--- src/rtl/lec_pkg.sv ---
package lec_pkg;
    localparam int NUM_CTR  = 11;
    localparam int IX_ICRC  = 0;
    localparam int IX_DANY  = 1;
    localparam int IX_DD2H  = 2;
    localparam int IX_DH2D  = 3;
    localparam int IX_NANY  = 4;
    localparam int IX_ND2H  = 5;
    localparam int IX_NH2D  = 6;
    localparam int IX_RDY   = 7;
    localparam int IX_SIG   = 8;
    localparam int IX_HCRC  = 9;
    localparam int IX_HOTH  = 10;

    typedef struct packed {
        logic rdy;
        logic armed;
    } map_state_t;
endpackage

--- src/rtl/lec_sat_ctr.sv ---
module lec_sat_ctr #(
    parameter int CNT_W = 16
) (
    input  logic             clk,
    input  logic             rst_n,
    input  logic             clr,
    input  logic             inc,
    output logic [CNT_W-1:0] cnt_o
);
    localparam logic [CNT_W-1:0] MAX_VAL = {CNT_W{1'b1}};

    logic [CNT_W-1:0] cnt_d, cnt_q;
    logic [CNT_W-1:0] base;

    always_comb begin
        base  = clr ? '0 : cnt_q;
        cnt_d = base;
        if (inc && (base != MAX_VAL)) begin
            cnt_d = base + 1'b1;
        end
    end

    always_ff @(posedge clk) begin
        if (!rst_n) begin
            cnt_q <= '0;
        end else begin
            cnt_q <= cnt_d;
        end
    end

    assign cnt_o = cnt_q;

    p_no_overflow_r3: assert property (@(posedge clk) disable iff (!rst_n)
        (cnt_q == MAX_VAL && !clr) |=> (cnt_q == MAX_VAL));

    p_clear_idle_r4: assert property (@(posedge clk) disable iff (!rst_n)
        (clr && !inc) |=> (cnt_q == '0));

    p_clear_event_r5: assert property (@(posedge clk) disable iff (!rst_n)
        (clr && inc) |=> (cnt_q == CNT_W'(1)));

    p_step_one_r2: assert property (@(posedge clk) disable iff (!rst_n)
        (!clr && inc && cnt_q != MAX_VAL) |=> (cnt_q == $past(cnt_q) + 1'b1));
endmodule

--- src/rtl/lec_event_map.sv ---
module lec_event_map
    import lec_pkg::*;
(
    input  logic               clk,
    input  logic               rst_n,
    input  logic               link_reset,
    input  logic               phy_rdy,
    input  logic               sig_ack,
    input  logic               ev_icrc_fail,
    input  logic               ev_d2h_data_err,
    input  logic               ev_h2d_data_err,
    input  logic               ev_d2h_nd_err,
    input  logic               ev_h2d_nd_err,
    input  logic               ev_h2d_crc_err,
    input  logic               ev_h2d_other_err,
    output logic [NUM_CTR-1:0] inc_o
);
    map_state_t st_d, st_q;

    always_comb begin
        st_d.rdy   = phy_rdy;
        st_d.armed = link_reset | (st_q.armed & ~sig_ack);

        inc_o          = '0;
        inc_o[IX_ICRC] = ev_icrc_fail;
        inc_o[IX_DD2H] = ev_d2h_data_err;
        inc_o[IX_DH2D] = ev_h2d_data_err;
        inc_o[IX_DANY] = ev_d2h_data_err | ev_h2d_data_err;
        inc_o[IX_ND2H] = ev_d2h_nd_err;
        inc_o[IX_NH2D] = ev_h2d_nd_err;
        inc_o[IX_NANY] = ev_d2h_nd_err | ev_h2d_nd_err;
        inc_o[IX_RDY]  = phy_rdy & ~st_q.rdy;
        inc_o[IX_SIG]  = sig_ack & st_q.armed;
        inc_o[IX_HCRC] = ev_h2d_crc_err;
        inc_o[IX_HOTH] = ev_h2d_other_err;
    end

    always_ff @(posedge clk) begin
        if (!rst_n) begin
            st_q <= '0;
        end else begin
            st_q <= st_d;
        end
    end

    p_rdy_single_r8: assert property (@(posedge clk) disable iff (!rst_n)
        inc_o[IX_RDY] |=> !inc_o[IX_RDY]);

    p_sig_disarm_r9: assert property (@(posedge clk) disable iff (!rst_n)
        (inc_o[IX_SIG] && !link_reset) |=> !inc_o[IX_SIG]);

    p_any_data_r10: assert property (@(posedge clk) disable iff (!rst_n)
        (inc_o[IX_DD2H] || inc_o[IX_DH2D]) |-> inc_o[IX_DANY]);
endmodule

--- src/rtl/lec_snap_reg.sv ---
module lec_snap_reg #(
    parameter int CNT_W = 16,
    parameter int N_CTR = 11
) (
    input  logic                   clk,
    input  logic                   rst_n,
    input  logic                   snap_req,
    input  logic [N_CTR*CNT_W-1:0] live_i,
    output logic [N_CTR*CNT_W-1:0] snap_o,
    output logic                   done_o
);
    localparam int VEC_W = N_CTR * CNT_W;

    typedef struct packed {
        logic [VEC_W-1:0] data;
        logic             done;
    } snap_state_t;

    snap_state_t s_d, s_q;

    always_comb begin
        s_d      = s_q;
        s_d.done = snap_req;
        if (snap_req) begin
            s_d.data = live_i;
        end
    end

    always_ff @(posedge clk) begin
        if (!rst_n) begin
            s_q <= '0;
        end else begin
            s_q <= s_d;
        end
    end

    assign snap_o = s_q.data;
    assign done_o = s_q.done;

    p_done_pulse_r5: assert property (@(posedge clk) disable iff (!rst_n)
        snap_req |=> done_o);

    p_hold_r6: assert property (@(posedge clk) disable iff (!rst_n)
        !snap_req |=> $stable(snap_o));

    p_capture_r5: assert property (@(posedge clk) disable iff (!rst_n)
        snap_req |=> (snap_o == $past(live_i)));
endmodule

--- src/rtl/lec_counter_bank.sv ---
module lec_counter_bank
    import lec_pkg::*;
#(
    parameter int CNT_W = 16
) (
    input  logic                     clk,
    input  logic                     rst_n,
    input  logic                     link_reset,
    input  logic                     phy_rdy,
    input  logic                     sig_ack,
    input  logic                     ev_icrc_fail,
    input  logic                     ev_d2h_data_err,
    input  logic                     ev_h2d_data_err,
    input  logic                     ev_d2h_nd_err,
    input  logic                     ev_h2d_nd_err,
    input  logic                     ev_h2d_crc_err,
    input  logic                     ev_h2d_other_err,
    input  logic                     selftest_clr,
    input  logic                     snap_req,
    output logic [NUM_CTR*CNT_W-1:0] snap_data,
    output logic                     snap_done
);
    localparam int VEC_W = NUM_CTR * CNT_W;

    logic [NUM_CTR-1:0] inc;
    logic [VEC_W-1:0]   live;
    logic               clr_all;

    assign clr_all = selftest_clr | snap_req;

    lec_event_map u_map (
        .clk              (clk),
        .rst_n            (rst_n),
        .link_reset       (link_reset),
        .phy_rdy          (phy_rdy),
        .sig_ack          (sig_ack),
        .ev_icrc_fail     (ev_icrc_fail),
        .ev_d2h_data_err  (ev_d2h_data_err),
        .ev_h2d_data_err  (ev_h2d_data_err),
        .ev_d2h_nd_err    (ev_d2h_nd_err),
        .ev_h2d_nd_err    (ev_h2d_nd_err),
        .ev_h2d_crc_err   (ev_h2d_crc_err),
        .ev_h2d_other_err (ev_h2d_other_err),
        .inc_o            (inc)
    );

    for (genvar k = 0; k < NUM_CTR; k++) begin : g_ctr
        lec_sat_ctr #(.CNT_W(CNT_W)) u_ctr (
            .clk   (clk),
            .rst_n (rst_n),
            .clr   (clr_all),
            .inc   (inc[k]),
            .cnt_o (live[k*CNT_W +: CNT_W])
        );
    end

    lec_snap_reg #(.CNT_W(CNT_W), .N_CTR(NUM_CTR)) u_snap (
        .clk      (clk),
        .rst_n    (rst_n),
        .snap_req (snap_req),
        .live_i   (live),
        .snap_o   (snap_data),
        .done_o   (snap_done)
    );

    p_link_reset_keep_r7: assert property (@(posedge clk) disable iff (!rst_n)
        (link_reset && !clr_all && inc == '0) |=> $stable(live));

    p_done_once_r5: assert property (@(posedge clk) disable iff (!rst_n)
        (snap_done && !snap_req) |=> !snap_done);
endmodule

--- config.mk ---
export PLATFORM = sky130hd
export DESIGN_NAME = lec_counter_bank
export DESIGN_NICKNAME = d
export VERILOG_FILES = /design/src/rtl/lec_pkg.sv /design/src/rtl/lec_sat_ctr.sv /design/src/rtl/lec_event_map.sv /design/src/rtl/lec_snap_reg.sv /design/src/rtl/lec_counter_bank.sv
export SDC_FILE = /design/constraint.sdc
export NUM_CORES = 1
export LEC_CHECK = 0
export BUFFER_PORTS_ARGS = -buffer_cell sky130_fd_sc_hd__buf_2
export CAP_MARGIN = 20
export CORE_MARGIN = 4
export CORE_UTILIZATION = 45
export DETAILED_ROUTE_END_ITERATION = 8
export PLACE_DENSITY_LB_ADDON = 0.3
export SLEW_MARGIN = 30
export SYNTH_ARGS = -nofsm -noshare
export SYNTH_HDL_FRONTEND = slang
export SYNTH_HIERARCHICAL = 1
export SYNTH_SLANG_ARGS = --single-unit
export TNS_END_PERCENT = 50
--- constraint.sdc ---
create_clock -name clk -period 2.25 [get_ports clk]
set_input_delay 0.3375 -clock clk [delete_from_list [all_inputs] [get_ports clk]]
set_output_delay 0.3375 -clock clk [all_outputs]
set_load 0.02 [all_outputs]
==> impl_metrics.json, run 1 <==
{
  "synth_top_area_cell": "dfxtp_1",
  "setup_violations": 0,
  "wirelength_um": 38300,
  "firstDrtPassIters": 5,
  "comb_power_share_pct": 4.1,
  "r2r_end": "g_ctr[8].u_ctr/cnt_o[11]",
  "nNetsFinal": 1926,
  "yosys_warnings": 6,
  "root_buffer": "clkbuf_16",
  "async_reset_ff_share_pct": 0,
  "busiest_layer": "met2",
  "die_h_um": 198,
  "worstReg2RegStart": "u_map/st_q[0]",
  "io_pins": 191,
  "rsz0062_at_grt": "false",
  "post-place-cells": 2329,
  "worst_pin_slew_ns": 0.695,
  "grt_pass1_wl_um": 63400,
  "startpoint_type": "input pin",
  "synth_edf_count": 0,
  "worstSkewPairLatency_ns": 0.54,
  "drc_errors": 0,
  "final_hold_viol_count": 0,
  "synthTopCellsByArea": "dfxtp_1 44%, mux2i_1 11%, nor2b_1 6.8%",
  "syn-cell-area_sq_um": 16300,
  "critPathRequiredTime_ns": 2.68,
  "period_share_pct": 88.1,
  "worstPathMaxFanout": 5,
  "die_area_sq_um": 39400,
  "use_met3_pct": 4.10,
  "drive_above_1_share_pct": 23.0,
  "synthFlopType": "dfxtp_1",
  "final_cell_mix": "355 x dfxtp_1, 188 x buf_2, 187 x mux2i_1, 178 x nor2b_1, 99 x a21oi_1",
  "max-clock-path-buffers": 3,
  "grt_pass1_vias": 12500,
  "drtAntennaViolNets": 0,
  "cts_buffers": 40,
  "period_needed_ns": 1.98,
  "rows": 69,
  "cp.arrival_ns": 2.41,
  "drv_cap": 0,
  "tns_ns": 0,
  "p_switching_mw": 2.84,
  "hold_end": "g_ctr[0].u_ctr/cnt_o[0]",
  "worstHoldPathType": "in -> reg",
  "synth.avg_cell_area_sq_um": 9.74,
  "htree_levels": 2,
  "routedWlPerCell_um": 15.9,
  "clock-sinks": 355,
  "power_frac_clock_pct": 49.4,
  "grt_max_degree": 80,
  "vdd_drop_max_mv": 0.672,
  "hold_depth": 2,
  "netlist_instances": 1675,
  "worstHoldStart": "ev_icrc_fail",
  "core-area_sq_um": 35700,
  "hold_buffers": 2,
  "dp_hpwl_um": 27300,
  "area_delta_synth_final_pct": 18.2,
  "relSlewSlack_pct": 53.7,
  "synth_fp_nets": 1689,
  "total_power_mw": 13.6,
  "switching_share_pct": 20.9,
  "slew_violations": 0,
  "vias": 13200,
  "synth_top_cell_area_share_pct": 43.5,
  "layout_commonest_cell": "dfxtp_1",
  "gp_congestion": 0.862,
  "p_leak_nw": 7.83,
  "antenna_found_initial": 2,
  "ys_ff_latch": 355,
  "grtUsageMet1_pct": 26.2,
  "clock_skew_ns": 0.0141,
  "critPathKind": "in -> reg",
  "post-route-cell-area_sq_um": 19300,
  "via_per_inst": 5.51,
  "r2r_cells": 6,
  "cts-resized-gates": 0,
  "seq_area_frac_synth_pct": 43.5,
  "fin_cells": 2399,
  "cts_tree": "done",
  "fillerInstances": 3156,
  "power_density_nw_per_um2": 707,
  "ff2ff_setup_slack_ns": 0.47,
  "die_x_um": 198,
  "status": "finished clean",
  "internal_power_mw": 10.8,
  "clkSlewWorstSetupHoldPaths_ns": 0.06,
  "grt_overflow_total": 0,
  "critical_path.endpoint_type": "flip-flop",
  "yosysUniqueCellTypes": 45,
  "drt_iter0_drc": 659,
  "port_buffers": 190,
  "place_area_sq_um": 17900,
  "initial_core_util_pct": 45.8,
  "pwr-share-seq_pct": 46.6,
  "fmax_mhz": 504,
  "grt_use_met2_pct": 29.8,
  "cts_setup_buffers": 0,
  "grt_use_total_pct": 18.9
}
-- routing by layer --
metal | routed length [um] | up-vias
li1 | - | 6576
met1 | 18000 | 6280
met2 | 17200 | 300
met3 | 2190 | 59
met4 | 817 | 2
met5 | 12 | -
-- kinds of logic after synthesis --
logic type / synth area share [%]
flip-flops: 43.5
AO/OA/AOI/OAI: 10.9
AND/OR/NAND/NOR: 29.1
multiplexers: 11.5
buffers and inverters: 4.99
-- cell type report --
cell class | count | area, sq um | area share [%]
diodes | 1 | 2.50 | 0.0130
clock inverters | 9 | 176 | 0.915
multi-input cells | 1186 | 8400 | 43.6
flip-flops and latches | 355 | 7110 | 36.9
repair buffers | 263 | 1580 | 8.21
well taps | 461 | 577 | 2.99
inverters | 66 | 248 | 1.28
clock buffers | 58 | 1190 | 6.17
-- worst max-delay path: stages --
cell	delay, ns
dlygate4sd3_1	0.57
buf_2	0.13
nor2b_1	0.21
nand4b_2	0.17
or3_1	0.44
or3_1	0.39
o2111a_1	0.15
-- synthesized netlist by cell type, types with 11 or more instances --
library cell / n
nand2b_4: 11
or3_1: 55
a211oi_1: 33
a21o_1: 11
nand4_1: 11
mux2i_1: 187
nand2_1: 66
nor3_1: 66
o21ai_0: 33
nand4_2: 11
nand4b_2: 11
or3_4: 11
a21oi_1: 99
o2111a_1: 11
nor3b_1: 11
clkbuf_1: 15
buf_6: 12
and2b_2: 33
inv_1: 66
nand3_1: 55
dfxtp_1: 355
and4b_2: 11
nor4_4: 11
a31oi_1: 22
a22oi_1: 11
buf_8: 14
and3_1: 22
clkbuf_2: 12
o211ai_1: 11
nor4_1: 22
a211o_1: 11
a31o_2: 11
nand2b_1: 11
or4_1: 22
nand4b_1: 22
o31ai_1: 22
nor2b_1: 178
nor2_1: 66
buf_4: 12
or2_2: 13
-- worst max-delay path by stage --
stage	from	end	slack [ns]	cells past startpoint
6_report	phy_rdy	g_ctr[7].u_ctr/cnt_o[10]	0.27	7
5_1_grt	phy_rdy	g_ctr[7].u_ctr/cnt_o[10]	0.20	7
3_5_place_dp	snap_req	g_ctr[0].u_ctr/cnt_o[14]	-0.03	8
3_3_place_gp	snap_req	g_ctr[0].u_ctr/cnt_o[14]	-0.001	8
2_1_floorplan	snap_req	g_ctr[7].u_ctr/cnt_o[10]	0.06	6
4_1_cts	phy_rdy	g_ctr[7].u_ctr/cnt_o[10]	0.31	7
-- flip-flops by register name, summed over array words and instances, names as in the netlist --
register           count
u_snap/snap_o        176
g_ctr.u_ctr/cnt_o    176
u_map/st_q             2
u_snap/done_o          1
-- power by group through the flow --
stage	sequential, mW	clock [mW]	combinational (mW)
after detailed placement	6.48	0	0.552
after global routing	6.34	7.17	0.593
after global placement	6.48	0	0.543
final	6.34	6.73	0.553
after floorplan	6.49	0	0.421
after CTS	6.34	6.94	0.556
-- stage by stage --
stage                     setup WS (ns)  hold slack, ns  util, %
after detailed placement        -0.0278           0.496     50.2
after CTS                         0.308          0.0283     54.1
after global routing              0.202          0.0671     54.1
final                             0.267          0.0738     54.1
after floorplan                  0.0574           0.455        -
after global placement         -0.00117           0.489     50.2
No activity file was read; power rests on OpenSTA's default activity.
==> run 2: changes to the inputs <==
--- a/config.mk
+++ b/config.mk
@@ -5,10 +5,13 @@
 export SDC_FILE = /design/constraint.sdc
 export NUM_CORES = 1
 export LEC_CHECK = 0
+export ABC_CLOCK_PERIOD_IN_PS = 2250
 export BUFFER_PORTS_ARGS = -buffer_cell sky130_fd_sc_hd__buf_2
 export CAP_MARGIN = 20
+export CELL_PAD_IN_SITES_DETAIL_PLACEMENT = 0
+export CELL_PAD_IN_SITES_GLOBAL_PLACEMENT = 1
 export CORE_MARGIN = 4
-export CORE_UTILIZATION = 45
+export CORE_UTILIZATION = 41
 export DETAILED_ROUTE_END_ITERATION = 8
 export PLACE_DENSITY_LB_ADDON = 0.3
 export SLEW_MARGIN = 30
==> run 2 against run 1 <==
  * Die area up 9.4%
  * Global-route usage decreased by 1.4 points
  * Worst setup slack better by 0.026 ns
  * Largest cell class unchanged
==> impl_metrics.json, run 2 (synthesized netlist as in run 1, its figures left out) <==
{
  "status": "finished clean",
  "p_switching_mw": 2.89,
  "area_delta_synth_final_pct": 17.2,
  "via_per_inst": 5.32,
  "core-area_sq_um": 39000,
  "relSlewSlack_pct": 36.0,
  "grt_max_degree": 112,
  "port_buffers": 190,
  "multiInputGateArea_sq_um": 8400,
  "setup_violations": 0,
  "clock_skew_ns": 0.0125,
  "vias": 13000,
  "nNetsFinal": 1919,
  "switching_share_pct": 22.3,
  "worstHoldPathType": "in -> reg",
  "grt_overflow_total": 0,
  "p_leak_nw": 7.72,
  "slew_violations": 0,
  "internal_power_mw": 10.1,
  "worstSkewPairLatency_ns": 0.54,
  "period_share_pct": 87.0,
  "max-clock-path-buffers": 3,
  "clock-sinks": 355,
  "drv_cap": 0,
  "wirelength_um": 39300,
  "worstPathMaxFanout": 4,
  "rsz0062_at_grt": "false",
  "antenna_found_initial": 0,
  "comb_power_share_pct": 4.3,
  "gp_congestion": 0.833,
  "pwr-share-seq_pct": 49.0,
  "die_area_sq_um": 43100,
  "io_pins": 191,
  "place_area_sq_um": 17900,
  "die_h_um": 208,
  "hold_depth": 2,
  "initial_core_util_pct": 41.8,
  "final_hold_viol_count": 0,
  "firstDrtPassIters": 5,
  "layout_commonest_cell": "dfxtp_1",
  "rows": 72,
  "clkSlewWorstSetupHoldPaths_ns": 0.06,
  "power_density_nw_per_um2": 677,
  "power_frac_clock_pct": 46.7,
  "cp.arrival_ns": 2.42,
  "r2r_cells": 5,
  "r2r_end": "g_ctr[8].u_ctr/cnt_o[10]",
  "drtAntennaViolNets": 0,
  "drive_above_1_share_pct": 22.5,
  "vdd_drop_max_mv": 0.530,
  "root_buffer": "clkbuf_16",
  "whs_ns": 0.0637,
  "critPathRequiredTime_ns": 2.71,
  "startpoint_type": "input pin",
  "dp_hpwl_um": 27500,
  "critPathKind": "in -> reg",
  "final_cell_mix": "355 x dfxtp_1, 188 x buf_2, 187 x mux2i_1, 178 x nor2b_1, 99 x a21oi_1",
  "seq_area_sq_um": 7110,
  "worstReg2RegStart": "u_map/st_q[0]",
  "post-route-cell-area_sq_um": 19100,
  "cts_tree": "done",
  "grt_pass1_vias": 12500,
  "grt_pass1_wl_um": 64600,
  "htree_levels": 2,
  "drc_errors": 0,
  "routedWlPerCell_um": 16.0,
  "diodes": 0,
  "worstHoldStart": "ev_icrc_fail",
  "period_needed_ns": 1.96,
  "hold_end": "g_ctr[0].u_ctr/cnt_o[0]",
  "critical_path.endpoint_type": "flip-flop",
  "fillerInstances": 3747,
  "ff2ff_setup_slack_ns": 0.47,
  "die_x_um": 208,
  "cts_buffers": 39,
  "grt_use_total_pct": 17.5,
  "fmax_mhz": 511,
  "cts_setup_buffers": 0,
  "drt_iter0_drc": 657,
  "worst_pin_slew_ns": 0.960
}
-- run 2: cell types whose count changed in the layout (fill, tap and decap cells not counted), sizes merged --
cell,change
buf,-6
clkinv,+5
bufinv,-5
diode,-1
clkbuf,+1
-- run 2: critical path, stage by stage --
cell and delay (ns):
dlygate4sd3_1 0.55, buf_2 0.11, nor2b_1 0.22, nand4b_2 0.18
or3_1 0.43, buf_4 0.17, nor3_1 0.20, mux2i_1 0.21
-- run 2: layout make-up --
cell class                 count  share of cell area, %
multi-input combinational   1186                   43.9
clock inverter                 9                  0.248
clock buffer                  59                   5.98
sequential                   355                   37.1
tap                          518                   3.39
inverter                      66                   1.29
timing repair buffer         257                   8.04
-- run 2: power by group through the flow --
| stage | Sequential, mW | Combinational (mW) | Clock (mW) |
|---|---|---|---|
| global placement | 6.48 | 0.549 | 0 |
| CTS | 6.34 | 0.559 | 6.29 |
| finish | 6.34 | 0.550 | 6.05 |
| detailed placement | 6.48 | 0.554 | 0 |
| floorplan | 6.49 | 0.421 | 0 |
| global route | 6.35 | 0.596 | 6.52 |
-- run 2: through the flow --
step           setup slack (ns)  TNS [ns]  util [%]  total power, mW  instances
2_1_floorplan            0.0574         0         -             6.91       1675
3_3_place_gp            -0.0161   -0.0206      45.9             7.03       2380
3_5_place_dp            -0.0300    -0.204      45.9             7.04       2380
4_1_cts                   0.335         0      49.1             13.2       2450
5_1_grt                   0.213         0      49.1             13.5       2450
6_report                  0.293         0      49.1             12.9       2450
-- run 2: routing by layer --
metal	track usage (%)	routed length, um	up-vias
li1	-	-	6555
met1	24.1	19100	6179
met2	27.5	17300	246
met3	3.84	1950	65
met4	5.75	1010	0
met5	0	0	-
-- run 2: worst max path at each step --
stage	from	to	slack [ns]	cells after the start
3_3_place_gp	snap_req	g_ctr[10].u_ctr/cnt_o[14]	-0.02	8
4_1_cts	phy_rdy	g_ctr[7].u_ctr/cnt_o[9]	0.34	8
3_5_place_dp	snap_req	g_ctr[10].u_ctr/cnt_o[10]	-0.03	7
2_1_floorplan	snap_req	g_ctr[7].u_ctr/cnt_o[10]	0.06	6
6_report	phy_rdy	g_ctr[7].u_ctr/cnt_o[9]	0.29	8
5_1_grt	phy_rdy	g_ctr[7].u_ctr/cnt_o[9]	0.21	8
-- run 2: repair_timing --
| item | in CTS | in global routing |
|---|---|---|
| endpoints found under the hold margin | 2 | 0 |
| gates resized for setup | 0 | 0 |
| hold buffers | 2 | 0 |
